$ cat config.mk
export PLATFORM = sky130hd
export DESIGN_NAME = extwake_flag_unit
export DESIGN_NICKNAME = d
export VERILOG_FILES = /design/src/rtl/wk_pkg.sv /design/src/rtl/wk_ctrl.sv /design/src/rtl/wk_datapath.sv /design/src/rtl/extwake_flag_unit.sv
export SDC_FILE = /design/constraint.sdc
export NUM_CORES = 1
export LEC_CHECK = 0
export BUFFER_PORTS_ARGS = -buffer_cell sky130_fd_sc_hd__buf_2
export CELL_PAD_IN_SITES_DETAIL_PLACEMENT = 1
export CELL_PAD_IN_SITES_GLOBAL_PLACEMENT = 1
export CORE_MARGIN = 2
export CORE_UTILIZATION = 35
export CTS_CLUSTER_SIZE = 30
export DETAILED_ROUTE_END_ITERATION = 10
export PLACE_DENSITY_LB_ADDON = 0.2
export SYNTH_ARGS = -nofsm -noshare
export SYNTH_HDL_FRONTEND = slang
export SYNTH_SLANG_ARGS = --single-unit
$ cat constraint.sdc
create_clock -name clk -period 2.2 [get_ports clk]
set_input_delay 0.33 -clock clk [delete_from_list [all_inputs] [get_ports clk]]
set_output_delay 0.33 -clock clk [all_outputs]
set_load 0.03 [all_outputs]
$ cat src/rtl/wk_pkg.sv
package wk_pkg;
  // NMI configuration bit positions inside the word at offset 0x00
  localparam int NMI_RISE_BIT = 5;
  localparam int NMI_FALL_BIT = 6;
  localparam int NMI_FILT_BIT = 7;

  typedef struct packed {
    logic nmiRise;
    logic nmiFall;
    logic nmiFilt;
  } nmiCfg_t;

  // strobes from the register control to the datapath
  typedef struct packed {
    logic clrFlags;
  } wkStrobe_t;
endpackage

$ cat src/rtl/wk_ctrl.sv
module wk_ctrl
  import wk_pkg::*;
#(
  parameter int NUM_PADS = 21,
  parameter int ADDR_W   = 8,
  parameter int DATA_W   = 32
) (
  input  logic                clk,
  input  logic                rstN,
  input  logic                busSel,
  input  logic                busWr,
  input  logic [ADDR_W-1:0]   busAddr,
  input  logic [DATA_W-1:0]   busWdata,
  output logic [DATA_W-1:0]   busRdata,
  input  logic [NUM_PADS-1:0] flagsQ,
  output logic [NUM_PADS-1:0] riseEn,
  output logic [NUM_PADS-1:0] fallEn,
  output logic [NUM_PADS-1:0] irqEn,
  output nmiCfg_t             nmiCfg,
  output wkStrobe_t           strobe,
  output logic [NUM_PADS-1:0] clrMask
);
  localparam logic [ADDR_W-1:0] OFS_NMI  = ADDR_W'(8'h00);
  localparam logic [ADDR_W-1:0] OFS_STAT = ADDR_W'(8'h14);
  localparam logic [ADDR_W-1:0] OFS_RISE = ADDR_W'(8'h18);
  localparam logic [ADDR_W-1:0] OFS_FALL = ADDR_W'(8'h1C);
  localparam logic [ADDR_W-1:0] OFS_IRQ  = ADDR_W'(8'h20);

  logic wrHit;
  logic unusedWdata;

  assign wrHit       = busSel && busWr;
  assign unusedWdata = ^busWdata[DATA_W-1:NUM_PADS];

  always_ff @(posedge clk) begin
    if (!rstN) begin
      riseEn <= '0;
      fallEn <= '0;
      irqEn  <= '0;
      nmiCfg <= '0;
    end else if (wrHit) begin
      case (busAddr)
        OFS_RISE: riseEn <= busWdata[NUM_PADS-1:0];
        OFS_FALL: fallEn <= busWdata[NUM_PADS-1:0];
        OFS_IRQ:  irqEn  <= busWdata[NUM_PADS-1:0];
        OFS_NMI: begin
          nmiCfg.nmiRise <= busWdata[NMI_RISE_BIT];
          nmiCfg.nmiFall <= busWdata[NMI_FALL_BIT];
          nmiCfg.nmiFilt <= busWdata[NMI_FILT_BIT];
        end
        default: ;
      endcase
    end
  end

  always_comb begin
    strobe.clrFlags = wrHit && (busAddr == OFS_STAT);
    clrMask         = busWdata[NUM_PADS-1:0];
  end

  always_comb begin
    busRdata = '0;
    case (busAddr)
      OFS_STAT: busRdata[NUM_PADS-1:0] = flagsQ;
      OFS_RISE: busRdata[NUM_PADS-1:0] = riseEn;
      OFS_FALL: busRdata[NUM_PADS-1:0] = fallEn;
      OFS_IRQ:  busRdata[NUM_PADS-1:0] = irqEn;
      OFS_NMI: begin
        busRdata[NMI_RISE_BIT] = nmiCfg.nmiRise;
        busRdata[NMI_FALL_BIT] = nmiCfg.nmiFall;
        busRdata[NMI_FILT_BIT] = nmiCfg.nmiFilt;
      end
      default: ;
    endcase
  end

  // the upper status bits never carry data
  p_stat_upper_zero_r1: assert property (@(posedge clk) disable iff (!rstN)
    (busAddr == OFS_STAT) |-> (busRdata[DATA_W-1:NUM_PADS] == '0));

  // a register changes only through a write to its own offset
  p_rise_hold_r10: assert property (@(posedge clk) disable iff (!rstN)
    !(wrHit && busAddr == OFS_RISE) |=> $stable(riseEn));
endmodule

$ cat src/rtl/wk_datapath.sv
module wk_datapath
  import wk_pkg::*;
#(
  parameter int NUM_PADS    = 21,
  parameter int SYNC_STAGES = 2,
  parameter int FILT_LEN    = 4
) (
  input  logic                clk,
  input  logic                rstN,
  input  logic [NUM_PADS-1:0] padIn,
  input  logic                nmiPad,
  input  logic [NUM_PADS-1:0] riseEn,
  input  logic [NUM_PADS-1:0] fallEn,
  input  logic [NUM_PADS-1:0] irqEn,
  input  nmiCfg_t             nmiCfg,
  input  wkStrobe_t           strobe,
  input  logic [NUM_PADS-1:0] clrMask,
  output logic [NUM_PADS-1:0] flagsQ,
  output logic                irqOut,
  output logic                wakeOut,
  output logic                nmiReq
);
  localparam int CNT_W = (FILT_LEN > 1) ? $clog2(FILT_LEN) : 1;

  logic [SYNC_STAGES-1:0][NUM_PADS-1:0] padSync;
  logic [SYNC_STAGES-1:0]               nmiSync;
  logic [NUM_PADS-1:0] padNow, padPrev, setVec, clrEff;
  logic nmiNow, nmiFilt, nmiSel, nmiPrev, nmiEdge;

  // synchronizer chains
  always_ff @(posedge clk) begin
    if (!rstN) begin
      padSync <= '0;
      nmiSync <= '0;
    end else begin
      padSync[0] <= padIn;
      nmiSync[0] <= nmiPad;
      for (int s = 1; s < SYNC_STAGES; s++) begin
        padSync[s] <= padSync[s-1];
        nmiSync[s] <= nmiSync[s-1];
      end
    end
  end

  assign padNow = padSync[SYNC_STAGES-1];
  assign nmiNow = nmiSync[SYNC_STAGES-1];

  // pad edge detection and flag update (event beats clear)
  always_comb begin
    setVec = ((padNow & ~padPrev) & riseEn) | ((~padNow & padPrev) & fallEn);
    clrEff = strobe.clrFlags ? clrMask : '0;
  end

  always_ff @(posedge clk) begin
    if (!rstN) begin
      padPrev <= '0;
      flagsQ  <= '0;
    end else begin
      padPrev <= padNow;
      flagsQ  <= (flagsQ & ~clrEff) | setVec;
    end
  end

  // NMI digital filter variant chosen by FILT_LEN
  generate
    if (FILT_LEN > 1) begin : g_filt
      logic [CNT_W-1:0] stableCnt;
      always_ff @(posedge clk) begin
        if (!rstN) begin
          nmiFilt   <= 1'b0;
          stableCnt <= '0;
        end else if (nmiNow != nmiFilt) begin
          if (stableCnt == CNT_W'(FILT_LEN-1)) begin
            nmiFilt   <= nmiNow;
            stableCnt <= '0;
          end else begin
            stableCnt <= stableCnt + 1'b1;
          end
        end else begin
          stableCnt <= '0;
        end
      end
      // the filtered level moves only after a full stable window
      p_filt_window_r7: assert property (@(posedge clk) disable iff (!rstN)
        (nmiFilt != $past(nmiFilt)) |-> ($past(stableCnt) == CNT_W'(FILT_LEN-1)));
    end else begin : g_nofilt
      assign nmiFilt = nmiNow;
    end
  endgenerate

  assign nmiSel  = nmiCfg.nmiFilt ? nmiFilt : nmiNow;
  assign nmiEdge = (nmiSel & ~nmiPrev & nmiCfg.nmiRise) |
                   (~nmiSel & nmiPrev & nmiCfg.nmiFall);

  always_ff @(posedge clk) begin
    if (!rstN) begin
      nmiPrev <= 1'b0;
      nmiReq  <= 1'b0;
    end else begin
      nmiPrev <= nmiSel;
      nmiReq  <= nmiEdge;
    end
  end

  assign irqOut  = |(flagsQ & irqEn);
  assign wakeOut = (|flagsQ) | nmiReq;

  // a flag rises only from an enabled edge
  p_set_needs_edge_r2: assert property (@(posedge clk) disable iff (!rstN)
    ((flagsQ & ~$past(flagsQ) & ~$past(setVec)) == '0));
  // a flag falls only when software wrote a one to it
  p_clear_needs_w1_r3: assert property (@(posedge clk) disable iff (!rstN)
    ((~flagsQ & $past(flagsQ) & ~$past(clrEff)) == '0));
  // an event always leaves its flag set
  p_set_wins_r8: assert property (@(posedge clk) disable iff (!rstN)
    (($past(setVec) & ~flagsQ) == '0));
  // no interrupt while every enable is off
  p_irq_gated_r4: assert property (@(posedge clk) disable iff (!rstN)
    (irqEn == '0) |-> !irqOut);
  // an interrupt always implies a wakeup
  p_irq_wakes_r5: assert property (@(posedge clk) disable iff (!rstN)
    irqOut |-> wakeOut);
  // NMI fully silent when both directions are off
  p_nmi_off_r6: assert property (@(posedge clk) disable iff (!rstN)
    $past(!nmiCfg.nmiRise && !nmiCfg.nmiFall) |-> !nmiReq);
endmodule

$ cat src/rtl/extwake_flag_unit.sv
module extwake_flag_unit
  import wk_pkg::*;
#(
  parameter int NUM_PADS    = 21,
  parameter int ADDR_W      = 8,
  parameter int DATA_W      = 32,
  parameter int SYNC_STAGES = 2,
  parameter int FILT_LEN    = 4
) (
  input  logic                clk,
  input  logic                rstN,
  input  logic                busSel,
  input  logic                busWr,
  input  logic [ADDR_W-1:0]   busAddr,
  input  logic [DATA_W-1:0]   busWdata,
  output logic [DATA_W-1:0]   busRdata,
  input  logic [NUM_PADS-1:0] padIn,
  input  logic                nmiPad,
  output logic                irqOut,
  output logic                wakeOut,
  output logic                nmiReq
);
  logic [NUM_PADS-1:0] flagsQ, riseEn, fallEn, irqEn, clrMask;
  nmiCfg_t   nmiCfg;
  wkStrobe_t strobe;

  wk_ctrl #(.NUM_PADS(NUM_PADS), .ADDR_W(ADDR_W), .DATA_W(DATA_W)) u_ctrl (
    .clk(clk), .rstN(rstN), .busSel(busSel), .busWr(busWr),
    .busAddr(busAddr), .busWdata(busWdata), .busRdata(busRdata),
    .flagsQ(flagsQ), .riseEn(riseEn), .fallEn(fallEn), .irqEn(irqEn),
    .nmiCfg(nmiCfg), .strobe(strobe), .clrMask(clrMask)
  );

  wk_datapath #(.NUM_PADS(NUM_PADS), .SYNC_STAGES(SYNC_STAGES),
                .FILT_LEN(FILT_LEN)) u_dp (
    .clk(clk), .rstN(rstN), .padIn(padIn), .nmiPad(nmiPad),
    .riseEn(riseEn), .fallEn(fallEn), .irqEn(irqEn), .nmiCfg(nmiCfg),
    .strobe(strobe), .clrMask(clrMask), .flagsQ(flagsQ),
    .irqOut(irqOut), .wakeOut(wakeOut), .nmiReq(nmiReq)
  );
endmodule

==> flow_metrics.tcl <==
set metrics [dict create \
    status "finished, violations left" \
    violations "negative setup slack" \
    yosysUniqueCellTypes 44 \
    clock-sinks 157 \
    root_buffer "clkbuf_16" \
    vias_per_cell 5.08 \
    worst_slack_ps -36.0 \
    skew_ps 16.9 \
    worst_setup_path_start_kind "flip-flop" \
    p_int_mw 5.00 \
    hold_path_class "in2reg" \
    final_nets 797 \
    clockBufferDepth 2 \
    rows 49 \
    drv_cap 0 \
    ys_warn_count 0 \
    max-vdd-ir-drop_v 0.000593 \
    synthToLayoutAreaGrowth_pct 22.9 \
    critPathRequiredTime_ps 1870 \
    async_flop_share_pct 0 \
    ys_seq_elements 157 \
    path_buf_inv 1 \
    grt_max_degree 67 \
    power_frac_comb_pct 4.1 \
    cts_tree "yes" \
    swShare_pct 21.7 \
    max_freq_ghz 0.447 \
    grt_pass1_vias 5171 \
    cp_max_fo 2 \
    cp-end-kind "output port" \
    cts_max_level 4 \
    r2r-end "u_dp.nmiReq$_SDFF_PN0_" \
    synth-edff-count 0 \
    worst_ep_arrival_time_ps 1910 \
    place_inst 940 \
    gr-total-overflow 0 \
    diodes 0 \
    finalSetupViolations 1 \
    final_cell_area_um2 7920 \
    hold_violations 0 \
    synth_largest_area_cell "dfxtp_1" \
    worst-r2r-setup-slack_ps 1070 \
    grt_use_total_pct 18.8 \
    cts_made_buffers 17 \
    slowest_stage "or4_4" \
    p_seq_share_pct 45.6 \
    chipHeight_um 140 \
    clkLatencyLatePin_ps 440 \
    yosysTopAreaCellShare_pct 48.8 \
    drc 0 \
    die_width_um 140 \
    postRouteAntennaNets 0 \
    port_buffers 78 \
    p_leak_nw 3.05 \
    synth.cell_area_um2 6440 \
    ys_seq_area_share_pct 48.8 \
    holdBufCountCts 0 \
    wirelength_um 18100 \
    path_class "reg2out" \
    r2r_start "u_ctrl.nmiCfg[0]$_SDFFE_PN0P_" \
    routabilityCongestion 0.778 \
    finalCritPeriodShare_pct 102 \
    detail_route.first_pass.iterations 4 \
    antenna_found_initial 0 \
    crit_family "simple AND/OR/NAND/NOR gates" \
    io_pins 101 \
    core_area_um2 18000 \
    period_minus_slack_ps 2240 \
    p_sw_mw 1.39 \
    rsz0062_at_grt "true" \
    synth_area_per_cell_um2 10.0 \
    worstHoldEndpoint "u_dp.padSync[16]$_SDFF_PN0_" \
    dpl.hpwl_um 12200 \
    drt_iter0_markers 301 \
    ys_dominant_reg_cell "dfxtp_1" \
    vias 4935 \
    worst_hold_path.num_cells 2 \
    mostFrequentLayoutCells "dfxtp_1, nand2_1, mux2i_1, buf_2, and2_1" \
    netlist_top_cells_area "dfxtp_1, mux2i_1, and2_1" \
    r2r_cells 4 \
    cp_cell_sequence "nor4_1, nand4_1, or4_4, buf_6" \
    hold_start "padIn[16]" \
    layout_commonest_cell "dfxtp_1" \
    slowest_delay_ps 530 \
    drv_slew 0 \
    p_clk_share_pct 50.3 \
    post-route-util_pct 43.9 \
    wl_per_cell_um 18.6 \
    clk_pin_slew_ps 60 \
    setup_tns_ps -36.0 \
    place_area_um2 7190 \
    postSynthCellCount 644 \
    finalPower_mw 6.39 \
    drive_gt1_share_pct 21.2 \
    stdcell_count 971 \
    start_util_pct 35.7 \
    p_per_area_nw_per_um2 806 \
    dieArea_um2 19500 \
    grt_pass1_wl_um 28200 \
]
-- cell usage after synthesis (9+ instances only) --
cell type / n
clkbuf_1: 21
buf_4: 12
nand3b_1: 22
and2_1: 65
mux2i_1: 91
nor2_1: 20
a221o_1: 18
a22oi_1: 9
o21a_1: 21
o21ai_0: 22
nand2_1: 108
dfxtp_1: 157
a21boi_0: 21
-- how the worst max path moves through the flow --
stage | start | end | slack [ps] | depth (start not counted)
floorplan | busAddr[7] | busRdata[0] | 200 | 4
global placement | busAddr[7] | busRdata[12] | 90 | 6
detailed placement | busAddr[7] | busRdata[12] | 70 | 6
CTS | u_dp.flagsQ[9]$_SDFF_PN0_ | wakeOut | -90 | 4
global route | u_dp.flagsQ[18]$_SDFF_PN0_ | wakeOut | -140 | 4
finish | u_dp.flagsQ[7]$_SDFF_PN0_ | wakeOut | -40 | 4
-- flip-flops by register name (all words and copies together) (netlist names) --
register               flops
u_dp.padPrev              21
u_dp.flagsQ               21
u_dp.nmiFilt               1
u_ctrl.riseEn             21
u_dp.g_filt.stableCnt      2
u_ctrl.nmiCfg              3
u_dp.padNow               21
u_ctrl.fallEn             21
u_dp.nmiSync               2
u_dp.nmiReq                1
u_ctrl.irqEn              21
u_dp.nmiPrev               1
u_dp.padSync              21
-- layer usage --
metal / wire length (µm) / up-vias / global-route usage, %
met5: 0 / - / 0
met4: 195 / 0 / 6.16
met3: 767 / 17 / 4.58
met2: 8890 / 96 / 31.3
met1: 8200 / 2435 / 23.9
li1: - / 2387 / -
-- power by group through the flow --
stage	Clock [mW]	Combinational (mW)	Sequential [mW]
4_1_cts	3.29	0.263	2.91
6_report	3.21	0.260	2.91
5_1_grt	3.40	0.285	2.92
3_3_place_gp	0	0.253	2.97
3_5_place_dp	0	0.261	2.98
2_1_floorplan	0	0.167	2.97
-- per-stage QoR --
stage                     worst slack (ps)  hold slack (ps)
after floorplan                        195              406
after detailed placement              72.9              422
final                                -36.0             92.4
after CTS                            -91.8             83.2
after global routing                  -141             87.4
after global placement                88.5              414
-- repair_timing --
| item | 4_1_cts | 5_1_grt |
|---|---|---|
| gates resized for setup | 9 | 14 |
| setup buffers | 0 | 1 |
| pin swaps | 4 | 5 |
| endpoints found under the setup margin | 1 | 6 |
-- layout make-up --
type / count / area [µm²]
clock buffers: 17 / 425
clock inverters: 14 / 220
fillers: 2034 / 10100
inverters: 2 / 7.51
multi-input cells: 448 / 3110
flip-flops and latches: 157 / 3150
well taps: 229 / 287
repair buffers: 104 / 717
-- cell families after synthesis --
kind of cell	count (synthesis)	synth area share [%]
buf+inv	49	4.49
fa+ha+maj	1	0.194
flops	157	48.8
mux	91	14.1
simple gates	245	20.7
compound gates	99	11.5
other cells	1	0.0582
xor+xnor	1	0.136
No activity file was read; power rests on OpenSTA's default activity.
